$ cat src/rtl/shm_db_pkg.sv
`timescale 1ns/1ps
package shm_db_pkg;
  typedef enum logic [2:0] {
    SEL_NONE,
    SEL_MASK,
    SEL_STAT,
    SEL_ID,
    SEL_BELL
  } reg_sel_e;

  // word indexes (byte offset / 4) of the four registers
  localparam int unsigned WORD_MASK = 0;
  localparam int unsigned WORD_STAT = 1;
  localparam int unsigned WORD_ID   = 2;
  localparam int unsigned WORD_BELL = 3;
endpackage

$ cat src/rtl/shm_db_decode.sv
`timescale 1ns/1ps
module shm_db_decode
  import shm_db_pkg::*;
#(
  parameter int unsigned AW = 10
) (
  input  logic [AW-1:0] addr,
  output reg_sel_e      sel
);
  localparam int unsigned WW = AW - 2;

  logic [WW-1:0] word;
  assign word = addr[AW-1:2];

  always_comb begin
    sel = SEL_NONE;
    if (addr[1:0] == 2'b00) begin
      if (word == WW'(WORD_MASK))      sel = SEL_MASK;
      else if (word == WW'(WORD_STAT)) sel = SEL_STAT;
      else if (word == WW'(WORD_ID))   sel = SEL_ID;
      else if (word == WW'(WORD_BELL)) sel = SEL_BELL;
    end
  end
endmodule

$ cat src/rtl/shm_db_outbox.sv
`timescale 1ns/1ps
module shm_db_outbox #(
  parameter int unsigned ID_W  = 16,
  parameter int unsigned VEC_W = 16
) (
  input  logic             clk,
  input  logic             rst_n,
  input  logic             bell_wr,
  input  logic             id_ready,
  input  logic [ID_W-1:0]  wr_dest,
  input  logic [VEC_W-1:0] wr_vec,
  output logic             out_valid,
  input  logic             out_ready,
  output logic [ID_W-1:0]  out_dest,
  output logic [VEC_W-1:0] out_vec
);
  logic slot_free;
  logic load;

  assign slot_free = !out_valid || out_ready;
  assign load      = bell_wr && id_ready && slot_free;

  always_ff @(posedge clk) begin
    if (!rst_n) begin
      out_valid <= 1'b0;
      out_dest  <= '0;
      out_vec   <= '0;
    end else if (load) begin
      out_valid <= 1'b1;
      out_dest  <= wr_dest;
      out_vec   <= wr_vec;
    end else if (out_ready) begin
      out_valid <= 1'b0;
    end
  end

  // a stalled event holds its payload
  p_hold_stable_r5: assert property (@(posedge clk) disable iff (!rst_n)
    (out_valid && !out_ready) |=> (out_valid && $stable(out_dest) && $stable(out_vec)));

  // no event appears from a write made while not ready
  p_no_send_unready_r6: assert property (@(posedge clk) disable iff (!rst_n)
    (bell_wr && !id_ready && !out_valid) |=> !out_valid);
endmodule

$ cat src/rtl/shm_db_inbound.sv
`timescale 1ns/1ps
module shm_db_inbound #(
  parameter int unsigned DATA_W  = 32,
  parameter int unsigned VEC_W   = 16,
  parameter int unsigned NUM_VEC = 4
) (
  input  logic               clk,
  input  logic               rst_n,
  input  logic               msg_mode,
  input  logic               in_valid,
  input  logic [VEC_W-1:0]   in_vec,
  input  logic               stat_rd,
  output logic [DATA_W-1:0]  status,
  output logic [NUM_VEC-1:0] vec_pulse,
  output logic               vec_err
);
  localparam int unsigned SH_W = $clog2(DATA_W);

  logic              pin_ev;
  logic              msg_ev;
  logic              in_range;
  logic [DATA_W-1:0] set_bits;

  assign pin_ev   = in_valid && !msg_mode;
  assign msg_ev   = in_valid && msg_mode;
  assign in_range = in_vec < VEC_W'(NUM_VEC);
  assign set_bits = pin_ev ? (DATA_W'(1) << in_vec[SH_W-1:0]) : '0;

  always_ff @(posedge clk) begin
    if (!rst_n) begin
      status  <= '0;
      vec_err <= 1'b0;
    end else begin
      status  <= (stat_rd ? '0 : status) | set_bits;
      vec_err <= vec_err | (msg_ev && !in_range);
    end
  end

  for (genvar g = 0; g < NUM_VEC; g++) begin : g_vec
    always_ff @(posedge clk) begin
      if (!rst_n) vec_pulse[g] <= 1'b0;
      else        vec_pulse[g] <= msg_ev && in_range && (in_vec == VEC_W'(g));
    end
  end

  // a pin-mode event leaves status nonzero
  p_status_set_r7: assert property (@(posedge clk) disable iff (!rst_n)
    pin_ev |=> (status != '0));

  // at most one vector pulse at a time
  p_pulse_onehot_r10: assert property (@(posedge clk) disable iff (!rst_n)
    $onehot0(vec_pulse));

  // message mode leaves status alone
  p_msg_no_status_r10: assert property (@(posedge clk) disable iff (!rst_n)
    (msg_ev && !stat_rd) |=> $stable(status));

  // out-of-range vector raises nothing
  p_bad_vec_quiet_r11: assert property (@(posedge clk) disable iff (!rst_n)
    (msg_ev && !in_range) |=> (vec_pulse == '0 && vec_err));

  // error flag is sticky
  p_err_sticky_r11: assert property (@(posedge clk) disable iff (!rst_n)
    vec_err |=> vec_err);
endmodule

$ cat src/rtl/shm_doorbell_regs.sv
`timescale 1ns/1ps
module shm_doorbell_regs
  import shm_db_pkg::*;
#(
  parameter int unsigned AW      = 10,
  parameter int unsigned DATA_W  = 32,
  parameter int unsigned ID_W    = 16,
  parameter int unsigned VEC_W   = 16,
  parameter int unsigned NUM_VEC = 4
) (
  input  logic               clk,
  input  logic               rst_n,
  input  logic               bus_en,
  input  logic               bus_we,
  input  logic [AW-1:0]      bus_addr,
  input  logic [DATA_W-1:0]  bus_wdata,
  output logic [DATA_W-1:0]  bus_rdata,
  input  logic [ID_W-1:0]    node_id,
  input  logic               id_ready,
  input  logic               msg_mode,
  input  logic               in_valid,
  input  logic [VEC_W-1:0]   in_vec,
  output logic               irq,
  output logic [NUM_VEC-1:0] vec_pulse,
  output logic               vec_err,
  output logic               out_valid,
  input  logic               out_ready,
  output logic [ID_W-1:0]    out_dest,
  output logic [VEC_W-1:0]   out_vec
);
  localparam int unsigned DEST_LSB = DATA_W - ID_W;

  reg_sel_e          sel;
  logic              wr;
  logic              rd;
  logic [DATA_W-1:0] mask_q;
  logic [DATA_W-1:0] status;

  assign wr = bus_en && bus_we;
  assign rd = bus_en && !bus_we;

  shm_db_decode #(.AW(AW)) u_dec (
    .addr (bus_addr),
    .sel  (sel)
  );

  always_ff @(posedge clk) begin
    if (!rst_n)                      mask_q <= '0;
    else if (wr && sel == SEL_MASK)  mask_q <= bus_wdata;
  end

  shm_db_outbox #(.ID_W(ID_W), .VEC_W(VEC_W)) u_out (
    .clk       (clk),
    .rst_n     (rst_n),
    .bell_wr   (wr && sel == SEL_BELL),
    .id_ready  (id_ready),
    .wr_dest   (bus_wdata[DATA_W-1:DEST_LSB]),
    .wr_vec    (bus_wdata[VEC_W-1:0]),
    .out_valid (out_valid),
    .out_ready (out_ready),
    .out_dest  (out_dest),
    .out_vec   (out_vec)
  );

  shm_db_inbound #(.DATA_W(DATA_W), .VEC_W(VEC_W), .NUM_VEC(NUM_VEC)) u_in (
    .clk       (clk),
    .rst_n     (rst_n),
    .msg_mode  (msg_mode),
    .in_valid  (in_valid),
    .in_vec    (in_vec),
    .stat_rd   (rd && sel == SEL_STAT),
    .status    (status),
    .vec_pulse (vec_pulse),
    .vec_err   (vec_err)
  );

  always_comb begin
    unique case (sel)
      SEL_MASK: bus_rdata = mask_q;
      SEL_STAT: bus_rdata = status;
      SEL_ID:   bus_rdata = id_ready ? DATA_W'(node_id) : '1;
      default:  bus_rdata = '0;
    endcase
  end

  assign irq = (status != '0) && mask_q[0];

  // mask changes only through its own write
  p_mask_hold_r1: assert property (@(posedge clk) disable iff (!rst_n)
    !(wr && sel == SEL_MASK) |=> $stable(mask_q));

  // masked interrupt never asserts
  p_irq_masked_r9: assert property (@(posedge clk) disable iff (!rst_n)
    !mask_q[0] |-> !irq);
endmodule

$ cat config.mk
export PLATFORM = sky130hd
export DESIGN_NAME = shm_doorbell_regs
export DESIGN_NICKNAME = d
export VERILOG_FILES = /design/src/rtl/shm_db_pkg.sv /design/src/rtl/shm_db_decode.sv /design/src/rtl/shm_db_outbox.sv /design/src/rtl/shm_db_inbound.sv /design/src/rtl/shm_doorbell_regs.sv
export SDC_FILE = /design/constraint.sdc
export NUM_CORES = 1
export LEC_CHECK = 0
export BUFFER_PORTS_ARGS = -buffer_cell sky130_fd_sc_hd__buf_2
export CAP_MARGIN = 20
export CELL_PAD_IN_SITES_DETAIL_PLACEMENT = 1
export CELL_PAD_IN_SITES_GLOBAL_PLACEMENT = 1
export CORE_MARGIN = 5
export CORE_UTILIZATION = 40
export CTS_CLUSTER_SIZE = 20
export DETAILED_ROUTE_END_ITERATION = 8
export PLACE_DENSITY = 0.92
export SLEW_MARGIN = 20
export SYNTH_ARGS = -nofsm -noshare
export SYNTH_HDL_FRONTEND = slang
export SYNTH_HIERARCHICAL = 1
export SYNTH_SLANG_ARGS = --single-unit
$ cat constraint.sdc
create_clock -name clk -period 7.79 [get_ports clk]
set_input_delay 1.558 -clock clk [delete_from_list [all_inputs] [get_ports clk]]
set_output_delay 1.558 -clock clk [all_outputs]
set_load 0.05 [all_outputs]
; Word-level counts from Yosys, hierarchy flattened
; Index checks and enable logic that the tools add are counted.
[classes]
n_addsub = 0
multipliers = 0
div_mod_pow = 0
magnitude_cmp = 1
eq_ne = 10
n_shift = 1
mux = 11
bitwise_logic = 2
reduce_logical = 26
[op_table]
columns = op, n
row1 = $mux 32, 3
row2 = $pmux 32 s3, 1
row3 = $eq 16x2->1 const B, 2
row4 = $or 32x32->32, 1
row5 = $reduce_bool 32->1, 1
row6 = $shl 1x5->32 const A, 1
row7 = $eq 16x1->1 const B, 1
row8 = $eq 8x2->1 const B, 2
row9 = $logic_and 1x1->1, 16
row10 = $logic_not 16->1, 1
row11 = $lt 16x3->1 const B, 1
row12 = $mux 3, 5
row13 = $eq 8x1->1 const B, 1
row14 = $logic_not 8->1, 1
row15 = $eq 3x2->1 const B, 2
row16 = $logic_not 1->1, 4
row17 = $eq 3x1->1 const B, 1
row18 = $eq 3x3->1 const B, 1
row19 = $logic_not 2->1, 1
row20 = $mux 1, 2
row21 = $reduce_bool 2->1, 1
row22 = $logic_or 1x1->1, 1
row23 = $or 1x1->1, 1
[totals]
regBits = 102
latch_bits = 0
mem_bits_rw = 0
rom_bits = 0
input_bits = 82
output_inout_bits = 71
mem_count = 0

; Longest topological paths before layout
[logic_depth]
word_depth = 11
ltp_mapped = 11
mapped_depth_nobuf = 7

; Modules after synthesis
; The synthesis kept the hierarchy.
[by_module_without_submodules]
columns = module, instances, cells_per_inst, area_each_um2, seq_area_each_um2
row1 = shm_doorbell_regs, 1, 297, 2160.8, 640.6
row2 = shm_db_inbound, 1, 157, 1577.8, 740.7
row3 = shm_db_outbox, 1, 144, 1367.6, 660.6
row4 = shm_db_decode, 1, 7, 50.0, 0.0

; Worst setup path after synthesis
; Ideal clock, no wire load.
[synth_path]
path_type = input port to output port
startpoint = input port bus_addr[1]
endpoint = output port bus_rdata[16]
t_arrival_ns = 3.747
required_time_ns = 6.232
setup_slack_ns = 2.485
cell_stages = 7
path_buffers = 2
cell_sequence = or4_4 nor3_1 buf_6 and2b_2 clkbuf_2 o21ai_0 a21oi_1
[synth_via]
elab_chain_len = 4
[synth_rtl]
columns = item, line_no
row1 = start: declaration, shm_doorbell_regs.sv:15  ; input logic [AW-1:0] bus_addr,
row2 = $logic_not 2->1 (*), shm_db_decode.sv:17  ; if (addr[1:0] == 2'b00) begin
row3 = $mux 3 (*), shm_db_decode.sv:17
row4 = via sel[1], shm_doorbell_regs.sv:33  ; reg_sel_e sel;
row5 = $eq 3x2->1 / $eq 3x1->1 (equally long branches), shm_doorbell_regs.sv:78  ; unique case (sel)
row6 = $pmux 32 s3 (*), shm_doorbell_regs.sv:78
row7 = end: declaration, shm_doorbell_regs.sv:17  ; output logic [DATA_W-1:0] bus_rdata,
; Mark *: on every way through the listed nets, which the timed path passes. The rest lies on a longest branch.

; Worst setup path after layout
[layout_path]
startpoint = input port bus_addr[1]
endpoint = output port bus_rdata[9]
; The elaborated chain is that of the path after synthesis.

==> PnR_summary.wiki <==
{| class="wikitable"
! Metric !! Value
|-
| Category of the worst setup path launch point || input port
|-
| Count of placed standard cells including taps || slightly below 900
|-
| Sequential share of the synthesized area || between 30% and 40%
|-
| Cell area after layout || roughly 6200 um2
|-
| Final total power || 1.07 mW
|-
| Maximum count of clock buffers along a single path || 2
|-
| Leak pwr || 2.40 nW
|-
| Final Max Tran Viols || 0
|-
| Port Buf Inserts || around 150
|-
| Number of vias per cell || between 5 and 6
|-
| Slowest cell delay on critical path || between 0.5 and 0.6 ns
|-
| Initial drt markers || about 380
|-
| Upper clock frequency limit || around 180 MHz
|-
| Via count of the first global-routing pass || between 5,000 and 6,000
|-
| CP most frequent cell || sky130_fd_sc_hd__buf_2
|-
| Final hold viol count || 0
|-
| Area post-placement || slightly below 6000 um2
|-
| Count of placed standard cells in the final layout, fillers left out || ~890
|-
| Post-route clock period utilization || between 70% and 80%
|-
| Total detailed-routing wirelength || about 18 mm
|-
| Least-Margin Pin Slew || 0.820 ns
|-
| Area used by sequential logic in the layout || between 2000 and 2500 um2
|-
| Proportion of layout cells with a drive suffix above 1 || ~27%
|-
| Peak supply drop || roughly 90 uV
|-
| Peak fanout along the critical path || 37
|-
| Number of remaining DRC errors || 0
|-
| Max Clock Skew || around 0.0024 ns
|-
| Post-synthesis cell type count || 50
|-
| Die area || ~15,000 um2
|-
| Largest net degree at the start of global routing || between 100 and 150
|-
| Growth of design area from synthesis to finish || 19.4%
|-
| Slowest cell on crit path || sky130_fd_sc_hd__or4_4
|-
| Total track usage || 23.0%
|-
| Highest-count cells in the layout ignoring fill and taps || sky130_fd_sc_hd__buf_2 (151), sky130_fd_sc_hd__nand2_1 (102), sky130_fd_sc_hd__dfxtp_1 (102), sky130_fd_sc_hd__nor2b_1 (42), sky130_fd_sc_hd__o21ai_0 (38)
|-
| Number of enable-type register cells in the synthesized netlist || 0
|-
| Number of hold-repair buffers added at the cts stage || 0
|-
| Antenna Nets Post-Route || 0
|-
| Total Nets Final || between 700 and 800
|-
| Total core area || 12,600 um2
|-
| Post-synthesis async set-or-reset flop share || 0%
|-
| WP data arrival || 4.07 ns
|-
| Final core occ || 48.8%
|-
| Setup total negative slack || 0 ns
|-
| Worst path cell trace || buf_2, or4_4, nor3_2, buf_4, nand2_1, o221ai_1, a21oi_1, buf_2
|-
| Cell area after technology mapping || between 5000 and 6000 um2
|-
| Clock slew at reported path FFs || roughly 0.070 ns
|-
| Filler cell count in the final layout || around 1,600
|-
| Relative slew slack || 45.3%
|-
| Final-layout worst hold slack || between 0.4 and 0.5 ns
|-
| Global-route wire length before repair || ~27 mm
|-
| N_diodes || 0
|-
| Antenna violations before repair || 1
|-
| Number of ports placed on the die boundary || approximately 150
|-
| Post-synthesis area per instance || 8.52 um2
|-
| Number of maximum-capacitance constraint violations || 0
|-
| Areal power density over the cells || 175 nW/um2
|-
| Clock tree root buffer cell || sky130_fd_sc_hd__clkbuf_16
|-
| Seq cells post-synth || 102
|-
| Vertical die dimension || roughly 120 um
|-
| Initial core utilization || roughly two fifths
|-
| Post-Synthesis Net Count || 687
|-
| Kind of capture point of the worst setup path || output pin
|-
| Required arrival time at the worst endpoint || 6.23 ns
|-
| Final GP Congestion || slightly below 0.9
|-
| Met1 layer usage reported by global route || between 20% and 30%
|-
| WS Path Type || input port to output pin
|-
| RSZ-0062 raised after global routing || no
|-
| Total number of yosys warnings || 6
|-
| Horizontal die dimension || approximately 120 um
|-
| TritonCTS clock tree || built
|-
| Total congestion overflow after global routing || 0
|-
| Clock Sinks || about 100
|-
| PnR worst setup slack || 2.17 ns
|-
| GRT met2 Usage || about two fifths
|-
| Average wire per standard cell || 19.8 um
|-
| Post-cts resize count || 0
|-
| Rows || between 40 and 50
|-
| Post-route minimum period || approximately 5.6 ns
|-
| Gate Count Post-Synth || around 610
|-
| Run status || completed
|-
| Multi-input combinational cell area || approximately 2800 um2
|-
| H-tree level count || 3
|-
| Leading register cell type out of synthesis || sky130_fd_sc_hd__dfxtp_1
|-
| Met3 Use GR || 3.61%
|-
| Busiest layer in global routing || met2
|-
| Number of buffers inserted by post-CTS setup repair || 0
|-
| Via Count || between 5,000 and 6,000
|-
| Clock buffers created by TritonCTS || 9
|-
| HPWL after detailed placement || roughly 13 mm
|-
| Post-Place Worst Slack || approximately 2.2 ns
|-
| Insertion delay of the later-clocked pin in the worst-skew pair || ~0.35 ns
|-
| Length of the first detailed-routing pass in iterations || 5
|-
| Type of the most critical hold path || flop to flop
|-
| Commonest non-fill, non-tap cell in the layout || sky130_fd_sc_hd__buf_2
|-
| Setup-failing EPs final || 0
|}
-- power breakdown --
group          total (mW)  internal [mW]  leakage (nW)  switching (mW)
Combinational      0.0760         0.0298          1.42          0.0462
Clock               0.474          0.276         0.155           0.198
Sequential          0.524          0.523         0.822         0.00157
Total                1.07          0.829          2.40           0.246
-- final timing paths --
path	from	end	slack (ns)	cells after the start
worst max-delay path	bus_addr[1]	bus_rdata[9]	2.17	8
worst min-delay path	u_out/out_dest[6]	u_out/out_dest[6]	0.46	2
worst max register to register	u_out/out_valid	u_out/out_vec[11]	6.37	4
worst min register to register	u_out/out_dest[6]	u_out/out_dest[6]	0.46	2
-- worst max-delay path: cells and delay by family --
family	cells	cell delay [ns]
compound gates	2	0.57
simple gates	3	1.20
buf+inv	3	0.71
-- synthesized netlist by cell type (2+ instances only) --
library cell | n | area share, %
sky130_fd_sc_hd__a22oi_1 | 18 | 2.6
sky130_fd_sc_hd__nand4_1 | 4 | 0.49
sky130_fd_sc_hd__nand2b_1 | 3 | 0.36
sky130_fd_sc_hd__nor3b_1 | 4 | 0.58
sky130_fd_sc_hd__o21ai_0 | 38 | 3.7
sky130_fd_sc_hd__and3b_1 | 3 | 0.51
sky130_fd_sc_hd__clkbuf_2 | 5 | 0.49
sky130_fd_sc_hd__o21ai_1 | 10 | 0.97
sky130_fd_sc_hd__and3_1 | 3 | 0.36
sky130_fd_sc_hd__inv_1 | 5 | 0.36
sky130_fd_sc_hd__nor2_1 | 2 | 0.15
sky130_fd_sc_hd__a32oi_1 | 4 | 0.68
sky130_fd_sc_hd__and2_1 | 8 | 0.97
sky130_fd_sc_hd__o2bb2ai_1 | 3 | 0.51
sky130_fd_sc_hd__buf_6 | 7 | 1.5
sky130_fd_sc_hd__a21oi_1 | 32 | 3.1
sky130_fd_sc_hd__o32ai_1 | 5 | 0.85
sky130_fd_sc_hd__nand3_1 | 34 | 3.3
sky130_fd_sc_hd__o221ai_1 | 15 | 2.5
sky130_fd_sc_hd__nor4_1 | 9 | 1.1
sky130_fd_sc_hd__and4bb_2 | 3 | 0.73
sky130_fd_sc_hd__or4_4 | 2 | 0.44
sky130_fd_sc_hd__nand2_1 | 102 | 7.4
sky130_fd_sc_hd__nor3_1 | 7 | 0.68
sky130_fd_sc_hd__buf_2 | 20 | 1.9
sky130_fd_sc_hd__buf_4 | 6 | 0.87
sky130_fd_sc_hd__a21boi_1 | 30 | 4.4
sky130_fd_sc_hd__a21boi_0 | 4 | 0.58
sky130_fd_sc_hd__mux2i_1 | 32 | 6.2
sky130_fd_sc_hd__buf_12 | 3 | 1.2
sky130_fd_sc_hd__o21a_1 | 2 | 0.29
sky130_fd_sc_hd__nor2b_1 | 44 | 5.3
sky130_fd_sc_hd__nor4_2 | 4 | 0.97
sky130_fd_sc_hd__dfxtp_1 | 102 | 40
sky130_fd_sc_hd__clkbuf_1 | 17 | 1.2
-- cell families after synthesis --
kind of cell / after synthesis / synth area share, %
mux: 32 / 6.21
xor+xnor: 1 / 0.170
compound gates: 163 / 20.5
flops: 102 / 39.6
simple gates: 243 / 25.8
buf+inv: 64 / 7.67
-- sequential cells by signal, summed over array words and instances, names as in the netlist --
name	flops
u_out/out_vec	16
u_out/out_dest	16
u_out/out_valid	1
u_in/vec_pulse	4
u_in/vec_err	1
u_in/status	32
mask_q	32
-- area by class of cell --
| type | count | area share [%] |
|---|---|---|
| timing repair buffer | 156 | 13.1 |
| sequential | 102 | 33.2 |
| clock buffer | 12 | 4.33 |
| inverter | 6 | 0.366 |
| multi-input combinational | 439 | 44.7 |
| clock inverter | 4 | 0.833 |
| tap | 172 | 3.50 |
-- per-layer routing --
layer	wire length [um]	vias up
li1	-	2366
met1	7600	2498
met2	8600	182
met3	1030	31
met4	391	2
met5	13	-
Power figures use the tool's default switching activity.
